--- src/rtl/thr_pkg.sv ---
package thr_pkg;

    typedef enum logic [1:0] {
        EST_IDLE,
        EST_ACCUM,
        EST_CLAMP,
        EST_PEND
    } est_state_t;

    localparam int NUM_TERMS = 5;
    localparam int NUM_CNT   = 3;
    localparam int CNT_RD    = 0;
    localparam int CNT_WR    = 1;
    localparam int CNT_CF    = 2;

endpackage

--- src/rtl/thr_timebase.sv ---
module thr_timebase #(
    parameter int INTERVAL_LEN = 10000,
    parameter int EPOCH_LEN    = 1000000
) (
    input  logic                            clk,
    input  logic                            rst_n,
    output logic [$clog2(INTERVAL_LEN)-1:0] icnt,
    output logic                            interval_last,
    output logic                            epoch_last
);
    localparam int IW = $clog2(INTERVAL_LEN);
    localparam int EW = $clog2(EPOCH_LEN);

    logic [EW-1:0] ecnt;

    assign interval_last = (icnt == IW'(INTERVAL_LEN - 1));
    assign epoch_last    = (ecnt == EW'(EPOCH_LEN - 1));

    always_ff @(posedge clk or negedge rst_n) begin
        if (!rst_n) begin
            icnt <= '0;
            ecnt <= '0;
        end else begin
            icnt <= interval_last ? '0 : icnt + IW'(1);
            ecnt <= epoch_last    ? '0 : ecnt + EW'(1);
        end
    end
endmodule

--- src/rtl/thr_sat_cnt.sv ---
module thr_sat_cnt #(
    parameter int W = 20
) (
    input  logic         clk,
    input  logic         rst_n,
    input  logic         inc,
    input  logic         flush,
    output logic [W-1:0] cap
);
    logic [W-1:0] cnt;
    logic [W-1:0] cnt_nxt;

    // stop at all-ones instead of wrapping
    always_comb begin
        cnt_nxt = cnt;
        if (inc && (cnt != {W{1'b1}}))
            cnt_nxt = cnt + W'(1);
    end

    always_ff @(posedge clk or negedge rst_n) begin
        if (!rst_n) begin
            cnt <= '0;
            cap <= '0;
        end else if (flush) begin
            cap <= cnt_nxt;
            cnt <= '0;
        end else begin
            cnt <= cnt_nxt;
        end
    end
endmodule

--- src/rtl/thr_gate.sv ---
module thr_gate #(
    parameter int IW = 14,
    parameter int TW = 14
) (
    input  logic          enable,
    input  logic [IW-1:0] icnt,
    input  logic [TW-1:0] cur_delay,
    input  logic          up_valid,
    input  logic          dn_ready,
    output logic          dn_valid,
    output logic          up_ready
);
    logic stall;

    assign stall    = enable && (TW'(icnt) < cur_delay);
    assign dn_valid = up_valid && !stall;
    assign up_ready = dn_ready && !stall;
endmodule

--- src/rtl/thr_estimator.sv ---
module thr_estimator
    import thr_pkg::*;
#(
    parameter int INTERVAL_LEN = 10000,
    parameter int CNT_W        = 20,
    parameter int PWR_W        = 16,
    parameter int COEF_W       = 16,
    parameter int FRAC_W       = 8,
    parameter int ACC_W        = 32,
    parameter int TW           = 14
) (
    input  logic                              clk,
    input  logic                              rst_n,
    input  logic                              epoch_last,
    input  logic                              interval_last,
    input  logic [PWR_W-1:0]                  power_target,
    input  logic [NUM_TERMS-1:0][COEF_W-1:0]  coef_in,
    input  logic [CNT_W-1:0]                  cnt_rd,
    input  logic [CNT_W-1:0]                  cnt_wr,
    input  logic [CNT_W-1:0]                  cnt_cf,
    output logic [TW-1:0]                     cur_delay
);
    localparam int OPW      = ((CNT_W > PWR_W) ? CNT_W : PWR_W) + 1;
    localparam int PROD_W   = COEF_W + OPW;
    localparam int SUM_W    = ((PROD_W > ACC_W) ? PROD_W : ACC_W) + 1;
    localparam int IDX_W    = $clog2(NUM_TERMS);
    localparam logic [IDX_W-1:0] LAST_IDX = IDX_W'(NUM_TERMS - 1);
    localparam logic signed [SUM_W-1:0] SUM_MAX =
        {{(SUM_W - ACC_W + 1){1'b0}}, {(ACC_W - 1){1'b1}}};
    localparam logic signed [SUM_W-1:0] SUM_MIN =
        {{(SUM_W - ACC_W + 1){1'b1}}, {(ACC_W - 1){1'b0}}};
    localparam logic signed [ACC_W-1:0] ACC_MAX = {1'b0, {(ACC_W - 1){1'b1}}};
    localparam logic signed [ACC_W-1:0] ACC_MIN = {1'b1, {(ACC_W - 1){1'b0}}};
    localparam logic signed [ACC_W-1:0] LIM_S   = ACC_W'(INTERVAL_LEN);

    est_state_t state, state_n;

    logic [IDX_W-1:0]                 idx;
    logic signed [ACC_W-1:0]          acc;
    logic signed [ACC_W-1:0]          acc_nxt;
    logic [PWR_W-1:0]                 pwr_q;
    logic [NUM_TERMS-1:0][COEF_W-1:0] coef_q;
    logic [TW-1:0]                    pend;
    logic [TW-1:0]                    clamped;

    // ---- term selection: one coefficient and one operand per cycle ----
    logic [COEF_W-1:0] cf_u;
    logic [OPW-1:0]    op_u;

    always_comb begin
        case (idx)
            IDX_W'(0): begin cf_u = coef_q[0]; op_u = OPW'(1);      end
            IDX_W'(1): begin cf_u = coef_q[1]; op_u = OPW'(pwr_q);  end
            IDX_W'(2): begin cf_u = coef_q[2]; op_u = OPW'(cnt_rd); end
            IDX_W'(3): begin cf_u = coef_q[3]; op_u = OPW'(cnt_wr); end
            IDX_W'(4): begin cf_u = coef_q[4]; op_u = OPW'(cnt_cf); end
            default:   begin cf_u = '0;        op_u = '0;           end
        endcase
    end

    // ---- signed multiply at full width, then saturating add ----
    logic signed [PROD_W-1:0] cf_x, op_x, prod;
    logic signed [SUM_W-1:0]  acc_x, prod_x, sum;

    assign cf_x   = {{OPW{cf_u[COEF_W-1]}}, cf_u};
    assign op_x   = {{COEF_W{1'b0}}, op_u};
    assign prod   = cf_x * op_x;
    assign acc_x  = {{(SUM_W - ACC_W){acc[ACC_W-1]}}, acc};
    assign prod_x = {{(SUM_W - PROD_W){prod[PROD_W-1]}}, prod};
    assign sum    = acc_x + prod_x;

    always_comb begin
        if (sum > SUM_MAX)
            acc_nxt = ACC_MAX;
        else if (sum < SUM_MIN)
            acc_nxt = ACC_MIN;
        else
            acc_nxt = sum[ACC_W-1:0];
    end

    // ---- drop fraction and limit to one interval ----
    logic signed [ACC_W-1:0] whole;

    assign whole = acc >>> FRAC_W;

    always_comb begin
        if (acc[ACC_W-1])
            clamped = '0;
        else if (whole > LIM_S)
            clamped = TW'(INTERVAL_LEN);
        else
            clamped = whole[TW-1:0];
    end

    // ---- state register ----
    always_ff @(posedge clk or negedge rst_n) begin
        if (!rst_n)
            state <= EST_IDLE;
        else
            state <= state_n;
    end

    // ---- transitions: EPOCH_DONE, TERMS_DONE, CLAMP_DONE, INTERVAL_WRAP ----
    always_comb begin
        state_n = state;
        unique case (state)
            EST_IDLE:  state_n = EST_IDLE;
            EST_ACCUM: if (idx == LAST_IDX) state_n = EST_CLAMP;
            EST_CLAMP: state_n = EST_PEND;
            EST_PEND:  if (interval_last) state_n = EST_IDLE;
        endcase
        if (epoch_last)
            state_n = EST_ACCUM;
    end

    // ---- outputs and datapath registers ----
    always_ff @(posedge clk or negedge rst_n) begin
        if (!rst_n) begin
            idx       <= '0;
            acc       <= '0;
            pwr_q     <= '0;
            coef_q    <= '0;
            pend      <= '0;
            cur_delay <= '0;
        end else begin
            if (epoch_last) begin
                idx    <= '0;
                acc    <= '0;
                pwr_q  <= power_target;
                coef_q <= coef_in;
            end else if (state == EST_ACCUM) begin
                idx <= idx + IDX_W'(1);
                acc <= acc_nxt;
            end
            if (state == EST_CLAMP)
                pend <= clamped;
            if ((state == EST_PEND) && interval_last)
                cur_delay <= pend;
        end
    end
endmodule

--- src/rtl/mem_cmd_throttle.sv ---
module mem_cmd_throttle
    import thr_pkg::*;
#(
    parameter int INTERVAL_LEN = 10000,
    parameter int EPOCH_LEN    = 1000000,
    parameter int CNT_W        = 20,
    parameter int PWR_W        = 16,
    parameter int COEF_W       = 16,
    parameter int FRAC_W       = 8,
    parameter int ACC_W        = 32,
    parameter int CMD_W        = 32,
    localparam int TW          = $clog2(INTERVAL_LEN + 1)
) (
    input  logic              clk,
    input  logic              rst_n,
    input  logic              enable,
    input  logic [PWR_W-1:0]  power_target,
    input  logic [COEF_W-1:0] coef0,
    input  logic [COEF_W-1:0] coef1,
    input  logic [COEF_W-1:0] coef2,
    input  logic [COEF_W-1:0] coef3,
    input  logic [COEF_W-1:0] coef4,
    input  logic              up_valid,
    output logic              up_ready,
    input  logic [CMD_W-1:0]  up_cmd,
    input  logic              up_is_write,
    input  logic              up_bank_conflict,
    output logic              dn_valid,
    input  logic              dn_ready,
    output logic [CMD_W-1:0]  dn_cmd,
    output logic [TW-1:0]     cur_delay,
    output logic [CNT_W-1:0]  cap_reads,
    output logic [CNT_W-1:0]  cap_writes,
    output logic [CNT_W-1:0]  cap_conflicts
);
    localparam int IW = $clog2(INTERVAL_LEN);

    logic [IW-1:0] icnt;
    logic          interval_last;
    logic          epoch_last;
    logic          issue;

    thr_timebase #(
        .INTERVAL_LEN (INTERVAL_LEN),
        .EPOCH_LEN    (EPOCH_LEN)
    ) u_tb (
        .clk           (clk),
        .rst_n         (rst_n),
        .icnt          (icnt),
        .interval_last (interval_last),
        .epoch_last    (epoch_last)
    );

    thr_gate #(
        .IW (IW),
        .TW (TW)
    ) u_gate (
        .enable    (enable),
        .icnt      (icnt),
        .cur_delay (cur_delay),
        .up_valid  (up_valid),
        .dn_ready  (dn_ready),
        .dn_valid  (dn_valid),
        .up_ready  (up_ready)
    );

    assign dn_cmd = up_cmd;
    assign issue  = dn_valid && dn_ready;

    logic [NUM_CNT-1:0]            inc_vec;
    logic [NUM_CNT-1:0][CNT_W-1:0] cap_vec;

    assign inc_vec[CNT_RD] = issue && !up_is_write;
    assign inc_vec[CNT_WR] = issue &&  up_is_write;
    assign inc_vec[CNT_CF] = issue &&  up_bank_conflict;

    for (genvar gi = 0; gi < NUM_CNT; gi++) begin : g_cnt
        thr_sat_cnt #(
            .W (CNT_W)
        ) u_cnt (
            .clk   (clk),
            .rst_n (rst_n),
            .inc   (inc_vec[gi]),
            .flush (epoch_last),
            .cap   (cap_vec[gi])
        );
    end

    assign cap_reads     = cap_vec[CNT_RD];
    assign cap_writes    = cap_vec[CNT_WR];
    assign cap_conflicts = cap_vec[CNT_CF];

    logic [NUM_TERMS-1:0][COEF_W-1:0] coef_bus;

    assign coef_bus = {coef4, coef3, coef2, coef1, coef0};

    thr_estimator #(
        .INTERVAL_LEN (INTERVAL_LEN),
        .CNT_W        (CNT_W),
        .PWR_W        (PWR_W),
        .COEF_W       (COEF_W),
        .FRAC_W       (FRAC_W),
        .ACC_W        (ACC_W),
        .TW           (TW)
    ) u_est (
        .clk           (clk),
        .rst_n         (rst_n),
        .epoch_last    (epoch_last),
        .interval_last (interval_last),
        .power_target  (power_target),
        .coef_in       (coef_bus),
        .cnt_rd        (cap_vec[CNT_RD]),
        .cnt_wr        (cap_vec[CNT_WR]),
        .cnt_cf        (cap_vec[CNT_CF]),
        .cur_delay     (cur_delay)
    );
endmodule

--- config.mk ---
export PLATFORM = sky130hd
export DESIGN_NAME = mem_cmd_throttle
export DESIGN_NICKNAME = d
export VERILOG_FILES = /design/src/rtl/thr_pkg.sv /design/src/rtl/thr_timebase.sv /design/src/rtl/thr_sat_cnt.sv /design/src/rtl/thr_gate.sv /design/src/rtl/thr_estimator.sv /design/src/rtl/mem_cmd_throttle.sv
export SDC_FILE = /design/constraint.sdc
export NUM_CORES = 1
export LEC_CHECK = 0
export BUFFER_PORTS_ARGS = -buffer_cell sky130_fd_sc_hd__buf_2
export CORE_MARGIN = 2
export CORE_UTILIZATION = 30
export CTS_BUF_LIST = sky130_fd_sc_hd__clkbuf_4 sky130_fd_sc_hd__clkbuf_8
export CTS_CLUSTER_DIAMETER = 200
export DETAILED_ROUTE_END_ITERATION = 8
export GPL_TIMING_DRIVEN = 0
export MAX_ROUTING_LAYER = met4
export PLACE_DENSITY_LB_ADDON = 0.1
export SYNTH_ARGS = -nofsm -noshare
export SYNTH_HDL_FRONTEND = slang
export SYNTH_SLANG_ARGS = --single-unit
--- constraint.sdc ---
create_clock -name clk -period 13.85 [get_ports clk]
set_clock_uncertainty 0.05 [all_clocks]
set_input_delay 1.385 -clock clk [delete_from_list [all_inputs] [get_ports clk]]
set_output_delay 1.385 -clock clk [all_outputs]
set_load 0.1 [all_outputs]
==> results.toml <==
[run_status]
status = "finished, final reports clean"

[route]
drt_iter0_markers = 1546
first_pass_iters = 7
vias_per_cell = 4.84
drt_wl_total_um = 93200
post_drt_wl_per_cell_um = 21.0
vias = 21500
postRouteAntennaNets = 0
drc_errors = 0

[logic_synthesis]
netlist-cell-type-count = 89
synth_flop_cell = "dfrtp_1"
synth.top_cell.area_share = 0.298
yosysTopAreaCell = "dfrtp_1"
syn_nets = 3530
netlist_instances = 2954
syn_area_um2 = 26500
async_flop_share = 1.00
synth_area_leaders = "dfrtp_1, fa_1, nand2_1"
ys_seq_area_frac = 0.298
synth-seq-cells = 315
synth_edf_count = 0
ys.warnings.count = 0
syn_area_per_cell_um2 = 8.96

[global_route]
grt_pass1_vias = 22400
grt_usage = 0.214
grt_max_degree = 110
grt_antenna_before_repair = 3
grt_pass1_wl_um = 141000
overflow = 0

[clock_network]
cts_buffer_depth = 3
clk_latency_ns = 0.69
cts_tree = "yes"
clk_pin_slew_ns = 0.06
post_cts_resized = 0
cts_inserted_buffers = 59
cts_setup_buffers = 0
root_buffer = "clkbuf_8"
numClockSinks = 315
htree_levels = 2
cts-hold-fix-buffers = 0

[critical_path]
cp_max_fo = 10
crit_path_top_delay_cell = "clkbuf_1"
max_stage_delay_ns = 0.67
critical_path_class = "reg2reg"
path_common_cell = "fa_1"
cp.required_ns = 14.41
arrival_ns = 11.40
end_kind = "flip-flop"
worstSetupStartpointType = "flip-flop"

[floorplan]
rows = 108
die_w_um = 301
io_pins = 243
die_h_um = 301
initial_core_util = 0.304
core_area_um2 = 87200
dieArea_um2 = 90600

[timing]
period_needed_ns = 10.84
hold_slack_ns = 0.427
max_slew.worst_pin.slew_ns = 1.40
fmax_mhz = 92.2
finalHoldViolCount = 0
relSlewSlack = 0.0573
min_period_over_period = 0.783
rsz0062_at_grt = "false"
drv_slew = 0
finalSetupTns_ns = 0
setup_violations = 0

[run]
drv_cap = 0

[worst_hold_path]
hp-class = "reg2reg"

[layout]
final_cells = 4444
layout_commonest_cell = "nand2_1"
drive_gt1_frac = 0.130
final_util = 0.350
syn_to_final_growth_pct = 15.3
final_cell_mix = "nand2_1, inv_1, dfrtp_1"
final_nets = 3818

[power]
cellPowerDensity_nw_per_um2 = 69.9
p_leak_nw = 15.1
ir_drop_v = 0.0000694

[placed_design]
gp_congestion = 0.881
portBuffers = 210
dp_hpwl_um = 76700
dp.cells = 4336
-- cells in the mapped netlist (9+ instances only) --
library cell    n
o21ai_0       118
nand3_1        39
o21a_1         13
fa_1          288
a221oi_1       15
buf_4          34
and2_1         29
clkbuf_1      111
dfrtp_1       315
a222oi_1       15
a221o_1        39
xnor2_1        73
ha_1          153
nand2_1       609
o211ai_1        9
buf_1          13
nand4_1        28
inv_1         417
nor3_1         45
nor4_1         15
xor2_1         38
a22o_1         15
and4_1          9
a21oi_1        44
a22oi_1        20
nor2_1        277
and3_1         32
a21o_1         13
-- cell families after synthesis --
| family | after synthesis | share of synthesized area |
|---|---|---|
| simple gates | 1129 | 0.182 |
| fa+ha+maj | 441 | 0.290 |
| buf+inv | 586 | 0.0896 |
| flops | 315 | 0.298 |
| compound gates | 366 | 0.102 |
| xor+xnor | 111 | 0.0367 |
| mux | 6 | 0.00232 |
-- critical path: cells and delay by family, from the launching register on --
| family | cells | cell delay, ns |
|---|---|---|
| adders and majority gates | 8 | 3.82 |
| AOI/OAI and AO/OA | 8 | 2.80 |
| buffers and inverters | 10 | 2.77 |
| and+or+nand+nor | 4 | 0.95 |
| DFF | 1 | 0.32 |
-- power by group --
| part | internal, W | switching, W | total, W | leakage [nW] |
|---|---|---|---|---|
| sequential | 0.000944 | 0.0000270 | 0.000971 | 3.51 |
| combinational | 0.0000518 | 0.000123 | 0.000175 | 10.9 |
| clock | 0.000551 | 0.000436 | 0.000987 | 0.679 |
-- final cells by class --
| type | count | area, um^2 |
|---|---|---|
| Multi-Input combinational cell | 2053 | 16300 |
| Tap cell | 1155 | 1450 |
| Clock buffer | 90 | 1150 |
| Buffer | 168 | 802 |
| Sequential cell | 315 | 7880 |
| Clock inverter | 14 | 133 |
| Antenna cell | 4 | 10.0 |
| Fill cell | 9102 | 56600 |
| Timing Repair Buffer | 227 | 1230 |
| Inverter | 418 | 1570 |
-- flip-flops by register name, summed over array words and instances, names as in the netlist --
register	flops
u_tb.icnt	14
u_est.cur_delay	14
u_est.pwr_q	16
u_est.idx	3
u_tb.ecnt	20
u_est.pend	14
g_cnt.u_cnt.cap	60
u_est.coef_q	80
u_est.acc	32
u_est.state	2
g_cnt.u_cnt.cnt	60
-- per-layer routing --
metal	up-vias	wire [um]	track usage
met5	-	0	-
li1	10000	-	-
met2	515	44600	0.351
met1	10900	42000	0.282
met4	0	2350	0.0484
met3	98	4250	0.0271
-- through the flow --
step | total power (W) | cell area, um^2 | setup slack (ns)
3_3_place_gp | 0.00116 | 29000 | 2.72
5_1_grt | 0.00223 | 30500 | 2.54
2_1_floorplan | 0.00109 | 26500 | 5.34
3_5_place_dp | 0.00116 | 29200 | 2.95
4_1_cts | 0.00217 | 30500 | 2.91
6_report | 0.00213 | 30500 | 3.01
-- final timing paths --
| check | from | endpoint | slack [ns] | cells after the start |
|---|---|---|---|---|
| worst max-delay path | u_est.idx[2]$_DFFE_PN0P_ | u_est.acc[26]$_DFFE_PN0P_ | 3.01 | 30 |
| worst max register to register | u_est.idx[2]$_DFFE_PN0P_ | u_est.acc[26]$_DFFE_PN0P_ | 3.01 | 30 |
| worst min-delay path | u_est.coef_q[5]$_DFFE_PN0P_ | u_est.coef_q[5]$_DFFE_PN0P_ | 0.43 | 2 |
| max in group asynchronous | rst_n | u_est.cur_delay[1]$_DFFE_PN0P_ | 11.40 | 3 |
| worst min register to register | u_est.coef_q[5]$_DFFE_PN0P_ | u_est.coef_q[5]$_DFFE_PN0P_ | 0.43 | 2 |
| min in group asynchronous | rst_n | g_cnt[1].u_cnt.cnt[15]$_DFF_PN0_ | 0.69 | 1 |
Note: power is estimated with default switching activity, not from simulation.
